==> src/rtl/dac_src_ctrl.sv <==
module dac_src_ctrl #(
  parameter int IDX_W   = 6,
  parameter int CODE_W  = 8,
  parameter int MATCH_N = 4
) (
  input  logic              clk,
  input  logic              rst_n,
  input  logic              vpor_ok,
  input  logic              vadc_ok,
  input  logic              recall_done,
  input  logic              ctl_wr,
  input  logic              ctl_filt_off,
  input  logic [1:0]        ctl_direct,
  input  logic [1:0]        ctl_idx_sel,
  input  logic [IDX_W-1:0]  ctl_idx0,
  input  logic [IDX_W-1:0]  ctl_idx1,
  input  logic [CODE_W-1:0] ctl_byte0,
  input  logic [CODE_W-1:0] ctl_byte1,
  input  logic              adc_vld,
  input  logic [IDX_W-1:0]  adc_data,
  input  logic              tbl_we,
  input  logic              tbl_sel,
  input  logic [IDX_W-1:0]  tbl_addr,
  input  logic [CODE_W-1:0] tbl_wdata,
  output logic              analog_en,
  output logic              adc_en,
  output logic [CODE_W-1:0] dac0_code,
  output logic              dac0_upd,
  output logic [CODE_W-1:0] dac1_code,
  output logic              dac1_upd
);

  localparam int DEPTH = 1 << IDX_W;
  localparam int CNT_W = $clog2(MATCH_N + 1);

  typedef enum logic [2:0] {S_IDLE, S_RECALL, S_ANALOG, S_FILTER, S_RUN} seq_t;

  seq_t              state_q;
  logic [CNT_W-1:0]  cnt_q;
  logic [IDX_W-1:0]  ref_q;
  logic [IDX_W-1:0]  adc_q;
  logic              fo_q;
  logic [1:0]        dir_q, isel_q;
  logic [IDX_W-1:0]  idx0_q, idx1_q;
  logic [CODE_W-1:0] byte0_q, byte1_q;
  logic [CODE_W-1:0] tbl0 [DEPTH];
  logic [CODE_W-1:0] tbl1 [DEPTH];

  wire              fo_n    = ctl_wr ? ctl_filt_off : fo_q;
  wire [1:0]        dir_n   = ctl_wr ? ctl_direct   : dir_q;
  wire [1:0]        isel_n  = ctl_wr ? ctl_idx_sel  : isel_q;
  wire [IDX_W-1:0]  idx0_n  = ctl_wr ? ctl_idx0     : idx0_q;
  wire [IDX_W-1:0]  idx1_n  = ctl_wr ? ctl_idx1     : idx1_q;
  wire [CODE_W-1:0] byte0_n = ctl_wr ? ctl_byte0    : byte0_q;
  wire [CODE_W-1:0] byte1_n = ctl_wr ? ctl_byte1    : byte1_q;
  wire [IDX_W-1:0]  adc_n   = adc_vld ? adc_data    : adc_q;

  wire [IDX_W-1:0]  lk0  = isel_n[0] ? idx0_n : adc_n;
  wire [IDX_W-1:0]  lk1  = isel_n[1] ? idx1_n : adc_n;
  wire [CODE_W-1:0] src0 = dir_n[0] ? byte0_n : tbl0[lk0];
  wire [CODE_W-1:0] src1 = dir_n[1] ? byte1_n : tbl1[lk1];

  wire              live     = (state_q == S_FILTER) || (state_q == S_RUN);
  wire              pwr_fail = !vpor_ok || (!vadc_ok && live);
  wire              same     = (cnt_q != '0) && (adc_data == ref_q);
  wire [CNT_W-1:0]  cnt_nx   = same ? cnt_q + 1'b1 : CNT_W'(1);
  wire              accept   = (state_q == S_FILTER) && adc_vld &&
                               (fo_n || cnt_nx >= CNT_W'(MATCH_N));
  wire              load     = accept || ((state_q == S_RUN) && (adc_vld || ctl_wr));

  assign analog_en = (state_q == S_ANALOG) || live;
  assign adc_en    = live;

  always_ff @(posedge clk or negedge rst_n) begin
    if (!rst_n) begin
      fo_q    <= 1'b0;
      dir_q   <= '0;
      isel_q  <= '0;
      idx0_q  <= '0;
      idx1_q  <= '0;
      byte0_q <= '0;
      byte1_q <= '0;
      adc_q   <= '0;
    end else begin
      fo_q    <= fo_n;
      dir_q   <= dir_n;
      isel_q  <= isel_n;
      idx0_q  <= idx0_n;
      idx1_q  <= idx1_n;
      byte0_q <= byte0_n;
      byte1_q <= byte1_n;
      adc_q   <= adc_n;
    end
  end

  always_ff @(posedge clk or negedge rst_n) begin
    if (!rst_n) begin
      for (int i = 0; i < DEPTH; i++) begin
        tbl0[i] <= '0;
        tbl1[i] <= '0;
      end
    end else if (tbl_we) begin
      if (tbl_sel) tbl1[tbl_addr] <= tbl_wdata;
      else         tbl0[tbl_addr] <= tbl_wdata;
    end
  end

  always_ff @(posedge clk or negedge rst_n) begin
    if (!rst_n) begin
      state_q <= S_IDLE;
      cnt_q   <= '0;
      ref_q   <= '0;
    end else if (pwr_fail) begin
      state_q <= S_IDLE;
      cnt_q   <= '0;
    end else begin
      case (state_q)
        S_IDLE:   state_q <= S_RECALL;
        S_RECALL: if (recall_done) state_q <= S_ANALOG;
        S_ANALOG: if (vadc_ok) state_q <= S_FILTER;
        S_FILTER: if (adc_vld) begin
          if (accept) begin
            state_q <= S_RUN;
            cnt_q   <= '0;
          end else begin
            cnt_q <= cnt_nx;
            ref_q <= adc_data;
          end
        end
        default:  state_q <= S_RUN;
      endcase
    end
  end

  always_ff @(posedge clk or negedge rst_n) begin
    if (!rst_n) begin
      dac0_code <= '0;
      dac1_code <= '0;
      dac0_upd  <= 1'b0;
      dac1_upd  <= 1'b0;
    end else if (pwr_fail) begin
      dac0_code <= '0;
      dac1_code <= '0;
      dac0_upd  <= 1'b0;
      dac1_upd  <= 1'b0;
    end else begin
      dac0_upd <= load;
      dac1_upd <= load;
      if (load) begin
        dac0_code <= src0;
        dac1_code <= src1;
      end
    end
  end

endmodule

==> config.mk <==
export PLATFORM = sky130hd
export DESIGN_NAME = dac_src_ctrl
export DESIGN_NICKNAME = d
export VERILOG_FILES = /design/src/rtl/dac_src_ctrl.sv
export SDC_FILE = /design/constraint.sdc
export NUM_CORES = 2
export LEC_CHECK = 0
export BUFFER_PORTS_ARGS = -buffer_cell sky130_fd_sc_hd__buf_4
export CAP_MARGIN = 20
export CELL_PAD_IN_SITES_DETAIL_PLACEMENT = 0
export CELL_PAD_IN_SITES_GLOBAL_PLACEMENT = 1
export CORE_MARGIN = 3
export CORE_UTILIZATION = 35
export CTS_CLUSTER_SIZE = 14
export DETAILED_ROUTE_END_ITERATION = 12
export PLACE_DENSITY = 0.69
export SLEW_MARGIN = 40
export SYNTH_ARGS = -nofsm -noshare
export SYNTH_HDL_FRONTEND = slang
export SYNTH_SLANG_ARGS = --single-unit
==> constraint.sdc <==
create_clock -name clk -period 7.57 [get_ports clk]
set_input_delay 1.514 -clock clk [delete_from_list [all_inputs] [get_ports clk]]
set_output_delay 1.514 -clock clk [all_outputs]
set_load 0.005 [all_outputs]
* Word-level counts from Yosys, hierarchy flattened
Cells that the tools add are included.
** Storage, ports and cells
- Flip-flop bits (word level) :: 1092
- Bits in latches :: 0
- RAM bits :: 0
- Bits in read-only memories :: 0
- Input bits :: 62
- Output and inout bits :: 20
- Logic and storage cells :: 225
- Memories :: 0
** Cells by class
- $add $sub $neg :: 1
- $mul :: 0
- Div/mod/pow operators :: 0
- Magnitude comparators :: 5
- Equal/unequal tests :: 9
- Shift-type cells :: 0
- Multiplexer cells :: 38
- Bitwise operators :: 6
- Reduce and logical (&&, ||, !) cells :: 24
** Operator list (count)
- bitwise mux 512 bit :: 2
- 2-to-1 mux 8 bit :: 13
- binary-select mux 8 bit (select 6 bit) :: 2
- demux 8 bit (select 6 bit) :: 1
- 2-to-1 mux 3 bit :: 10
- 2-to-1 mux 6 bit :: 5
- >= comparator 7 bit (second input constant) :: 3
- NOT 6 -> 7 bit :: 3
- != test 3 bit (second input constant) :: 4
- one-hot mux 3 bit (4 select lines) :: 1
- AND reduction 4 bit :: 2
- less-than comparator 7 x 1 -> 1 bit (second input constant) :: 1
- equality test 3 x 2 -> 1 bit (second input constant) :: 2
- equality test 6 bit :: 1
- logical AND 1 bit :: 6
- logical OR 1 bit :: 6
- AND reduction 2 bit :: 3
- nonzero test 2 bit :: 3
- 2-to-1 mux 2 bit :: 2
- adder 3 x 1 -> 3 bit (second input constant) :: 1
- equality test 3 x 1 -> 1 bit (second input constant) :: 1
- equality test 3 bit (second input constant) :: 1
- >= comparator 3 bit (second input constant) :: 1
- logical NOT 3 bit :: 1
- 4 further kinds :: 8

* Logic depth before layout (Yosys ltp)
- Depth after elaboration :: 10
- Mapped depth :: 15
- Depth with buffers taken out :: 9

* Least setup slack after synthesis
Ideal clock, no wire load.
- Kind :: input to register
- Start :: input ctl_wr
- End :: register dac0_code[5]
- Library setup time :: 0.122 ns
- Arrival :: 3.875 ns
- Required time :: 7.448 ns
- Path slack :: 3.574 ns
- Stages :: 11
- Buffers on the path :: 3
- Path through :: buf_6 -> mux2i_4 -> inv_2 -> buf_2 -> mux2i_2 -> buf_2 -> mux4_2 -> mux2_2 -> o211ai_1 -> nand4_1 -> a32o_1
** Between the ends
- Cells in the longest elaborated chain, start to end :: 9
- Elaborated cells between the ends (all ways) :: 19
- Those cells by class :: mux (12); bitwise (1); reduce/logical (6)
** RTL lines
- from (decl) :: line 11 : input logic ctl_wr,
- 2-to-1 mux 6 bit or 2-to-1 mux 2 bit (tied branches) :: line 52, 51
- 2-to-1 mux 6 bit :: line 58 : wire [IDX_W-1:0] lk0 = isel_n[0] ? idx0_n : adc_n;
- NOT 6 -> 7 bit (implied by the code) :: line 60 : wire [CODE_W-1:0] src0 = dir_n[0] ? byte0_n : tbl0[lk0];
- binary-select mux 8 bit (select 6 bit) :: line 60
- 2-to-1 mux 8 bit (implied by the code) (2 in a row) :: line 60
- 2-to-1 mux 8 bit :: line 60
- 2-to-1 mux 8 bit :: line 149 : if (load) begin
- 2-to-1 mux 8 bit :: line 141 : end else if (pwr_fail) begin
- to (signal assigned) :: line 150 : dac0_code <= src0;
- to (decl) :: line 27 : output logic [CODE_W-1:0] dac0_code,
Several ways; a longest one is shown, not always the timed one. The select of a mux whose other input is x is not followed.
A chain may end at the register's enable or synchronous reset.

* Final worst setup path
- Start :: input ctl_wr
- End :: register dac0_code[3]
Same word-level chain as after synthesis.

==> flow_summary.yaml <==
timing:
  tns_ns: 0
  slew_headroom: 0.370
  rsz0062_at_grt: "no"
  worst_pin_slew_ns: 0.919
  holdWs_ns: 0.470
  fin_crit_ns: 4.90
  fin_skew_ns: 0.0408
  finalHoldViolations: 0
  fmax_mhz: 204
  period_share: 0.648
  setup_viol: 0
  maxSlewViolCount: 0
worst_hold_path:
  holdCritPathClass: "reg2reg"
  hp-start: "state_q[2]"
  whs_endpoint: "state_q[1]"
  min_path_cells: 1
placement:
  gp_congestion: 0.890
  dp_hpwl_mm: 94.8
  io_buffer_count: 81
layout:
  seq_area_mm2: 0.0273
  drive_above_1_share: 0.400
  syn2layout_area_growth_pct: 13.9
  nFillCells: 13400
  multi_input_area_mm2: 0.0220
  nets: 3950
  fin_util: 0.403
power:
  power_switching_mw: 3.92
  clkPwrFrac: 0.400
  p_per_area_mw_per_mm2: 253
  pwr-share-comb: 0.146
  switching_share: 0.271
  power_frac_seq: 0.454
  ir_worst_vdd_mv: 0.180
  leakagePower_nw: 26.3
  p_int_mw: 10.5
global_route:
  grt_max_degree: 123
  grt_usage: 0.199
  grt_pass1_wl_mm: 223
  grt_pass1_vias: 32700
  antenna_found_initial: 3
  grt.overflow.total: 0
critical_path:
  reg2reg_depth: 10
  cp_cell_sequence: "buf_4, mux2i_4, inv_2, mux2_8, buf_12, mux2i_1, mux2i_1, o2111ai_1, nand3_1, a21oi_1, o21ai_0"
  critPathKind: "in2reg"
  cp_slowest_cell: "mux2_8"
  timing.rr.end: "dac0_code[3]"
  crit_fanout: 81
  r2r_start: "isel_q[0]"
  cp.required_ns: 8.12
  startpoint_type: "input pin"
  cp_common_cell: "mux2i_1"
  worstPathArrival_ns: 5.46
  crit_path_end_kind: "flop"
  r2r_slack_ns: 3.64
  crit_path_max_incr_delay_ns: 0.85
floorplanning:
  placementRows: 138
  ios: 82
  design.core.area_mm2: 0.142
  die_height_um: 385
  start_util: 0.353
  die-area_mm2: 0.148
  die_x_um: 385
synthesis:
  yosysUniqueCellTypes: 61
  ys_ff_latch: 1092
  syn-instance-count: 3878
  ys_seq_area_frac: 0.545
  synth-edff-count: 0
  yosysWarnings: 0
  synth_nets: 3942
  synth_ff_type: "dfrtp_1"
  avgSynthCellArea_um2: 12.9
  synth_area_mm2: 0.0501
  synthArstFlopShare: 1.00
routing:
  ant_nets: 0
  drt_wl_total_mm: 148
  wl_met3_mm: 10.3
  routedWlPerCell_um: 25.2
  met1_length_mm: 66.8
  via_per_inst: 5.51
  route.vias.total: 32300
  first_pass_iters: 7
  wl_met2_mm: 67.1
  top_layer: "met5"
  drtIter0Drc: 2455
  drc_errors: 0
clock_network:
  htree_levels: 3
  worstSkewPairLatency_ns: 0.72
  hold_buffers: 0
  cts_tree: "built"
  cts_buffers: 112
  cts.repair.resized: 0
  clkTransAtPathRegs_ns: 0.07
  clockBufferDepth: 3
  clock_sinks: 1092
  post_cts_buffers: 0
  cts_root_buf: "clkbuf_16"
outcome:
  status: "finished clean"
flow_run:
  cap_violations: 0
-- layout make-up --
| type | instances | area share |
|---|---|---|
| clock inverter | 38 | 0.00887 |
| tap | 1890 | 0.0414 |
| sequential | 1092 | 0.478 |
| inverter | 22 | 0.00145 |
| multi-input combinational | 2498 | 0.385 |
| clock buffer | 170 | 0.0586 |
| timing repair buffer | 160 | 0.0265 |
| antenna | 1 | 0.0000438 |
-- power by group through the flow --
stage                     clock [mW]  sequential, mW  combinational [mW]
after floorplan                    0            6.57                1.34
after global placement             0            6.63                2.06
after detailed placement           0            6.65                2.11
after CTS                       5.90            6.54                2.12
after global routing            6.15            6.60                2.27
final                           5.78            6.55                2.11
-- kinds of logic after synthesis --
| kind of cell | synth area share |
|---|---|
| adder cells (fa/ha/maj) | 0.000499 |
| AND/OR/NAND/NOR | 0.0790 |
| flip-flops | 0.545 |
| multiplexers | 0.315 |
| XOR/XNOR | 0.00122 |
| buffers and inverters | 0.0242 |
| AO/OA/AOI/OAI | 0.0355 |
-- Yosys cell counts, types with 7 or more instances --
master | count | share of area
nand4_1 | 49 | 0.0061
nor2_1 | 104 | 0.0078
buf_2 | 47 | 0.0047
and3_1 | 8 | 0.0010
o221ai_1 | 9 | 0.0016
mux2i_1 | 161 | 0.032
a221oi_1 | 26 | 0.0045
o21a_1 | 7 | 0.0010
nand3_1 | 177 | 0.018
nor3_1 | 9 | 0.00090
o2111ai_1 | 10 | 0.0017
o211ai_1 | 14 | 0.0021
clkbuf_1 | 200 | 0.015
nand2_1 | 530 | 0.040
a31oi_1 | 51 | 0.0064
a32oi_1 | 27 | 0.0047
o21ai_0 | 36 | 0.0036
mux4_2 | 94 | 0.042
inv_1 | 19 | 0.0014
nor2b_1 | 13 | 0.0016
a211oi_1 | 10 | 0.0015
a21oi_1 | 19 | 0.0019
dfrtp_1 | 1092 | 0.54
mux2_2 | 1063 | 0.24
xor2_1 | 7 | 0.0012
buf_4 | 11 | 0.0016
-- stage by stage --
stage | setup slack (ns) | total power, mW | std cells | instance area [um^2]
after detailed placement | 1.99 | 8.76 | 5659 | 53200
after global placement | 2.03 | 8.70 | 5651 | 52800
after global routing | 2.45 | 15.0 | 5870 | 57100
after CTS | 2.75 | 14.6 | 5867 | 57000
final | 2.67 | 14.4 | 5871 | 57100
after floorplan | 3.57 | 7.91 | 3878 | 50100
-- layer usage --
layer,global-route usage,up-vias
met4,0.0543,2
met5,0,-
met1,0.286,17100
li1,-,14000
met2,0.306,963
met3,0.0423,214
-- flip-flops by register name (all words and copies together), names as in the netlist --
name,count
adc_q,6
byte0_q,8
byte1_q,8
cnt_q,3
dac0_code,8
dac1_code,8
dac1_upd,1
dir_q,2
fo_q,1
idx0_q,6
idx1_q,6
isel_q,2
ref_q,6
state_q,3
tbl0,512
tbl1,512
-- placed cells by master (no fill, tap or decap), drive strengths merged, types with 5 or more instances in the layout --
cell,instances
mux2,1064
inv,26
a22oi,5
o21ai,38
bufinv,9
o2111ai,10
nand2,530
dfrtp,1092
o32ai,5
clkinv,24
buf,160
o211ai,14
nor2b,13
nand4,49
a32oi,27
nor3,9
and2,9
a221oi,26
a32o,5
a21oi,19
a31oi,51
mux4,94
nor2,104
nand3,177
mux2i,165
nor3b,5
o221ai,9
clkbuf,170
o21a,7
a211oi,11
and3,8
xor2,7
-- how the worst max path moves through the flow --
stage	start	endpoint	slack, ns	cells past startpoint
2_1_floorplan	ctl_wr	dac0_code[5]	3.57	11
3_3_place_gp	ctl_wr	dac0_code[3]	2.03	11
3_5_place_dp	ctl_wr	dac0_code[7]	1.99	9
4_1_cts	ctl_wr	dac0_code[3]	2.75	11
5_1_grt	ctl_wr	dac0_code[7]	2.45	9
6_report	ctl_wr	dac0_code[3]	2.67	11
-- worst max-delay path, delay by kind of cell --
kind	cells	cell delay (ns)
muxes	4	1.63
buffers and inverters	3	1.14
AOI/OAI and AO/OA	3	0.90
and+or+nand+nor	1	0.14
Note: power is estimated with default switching activity, not from simulation.
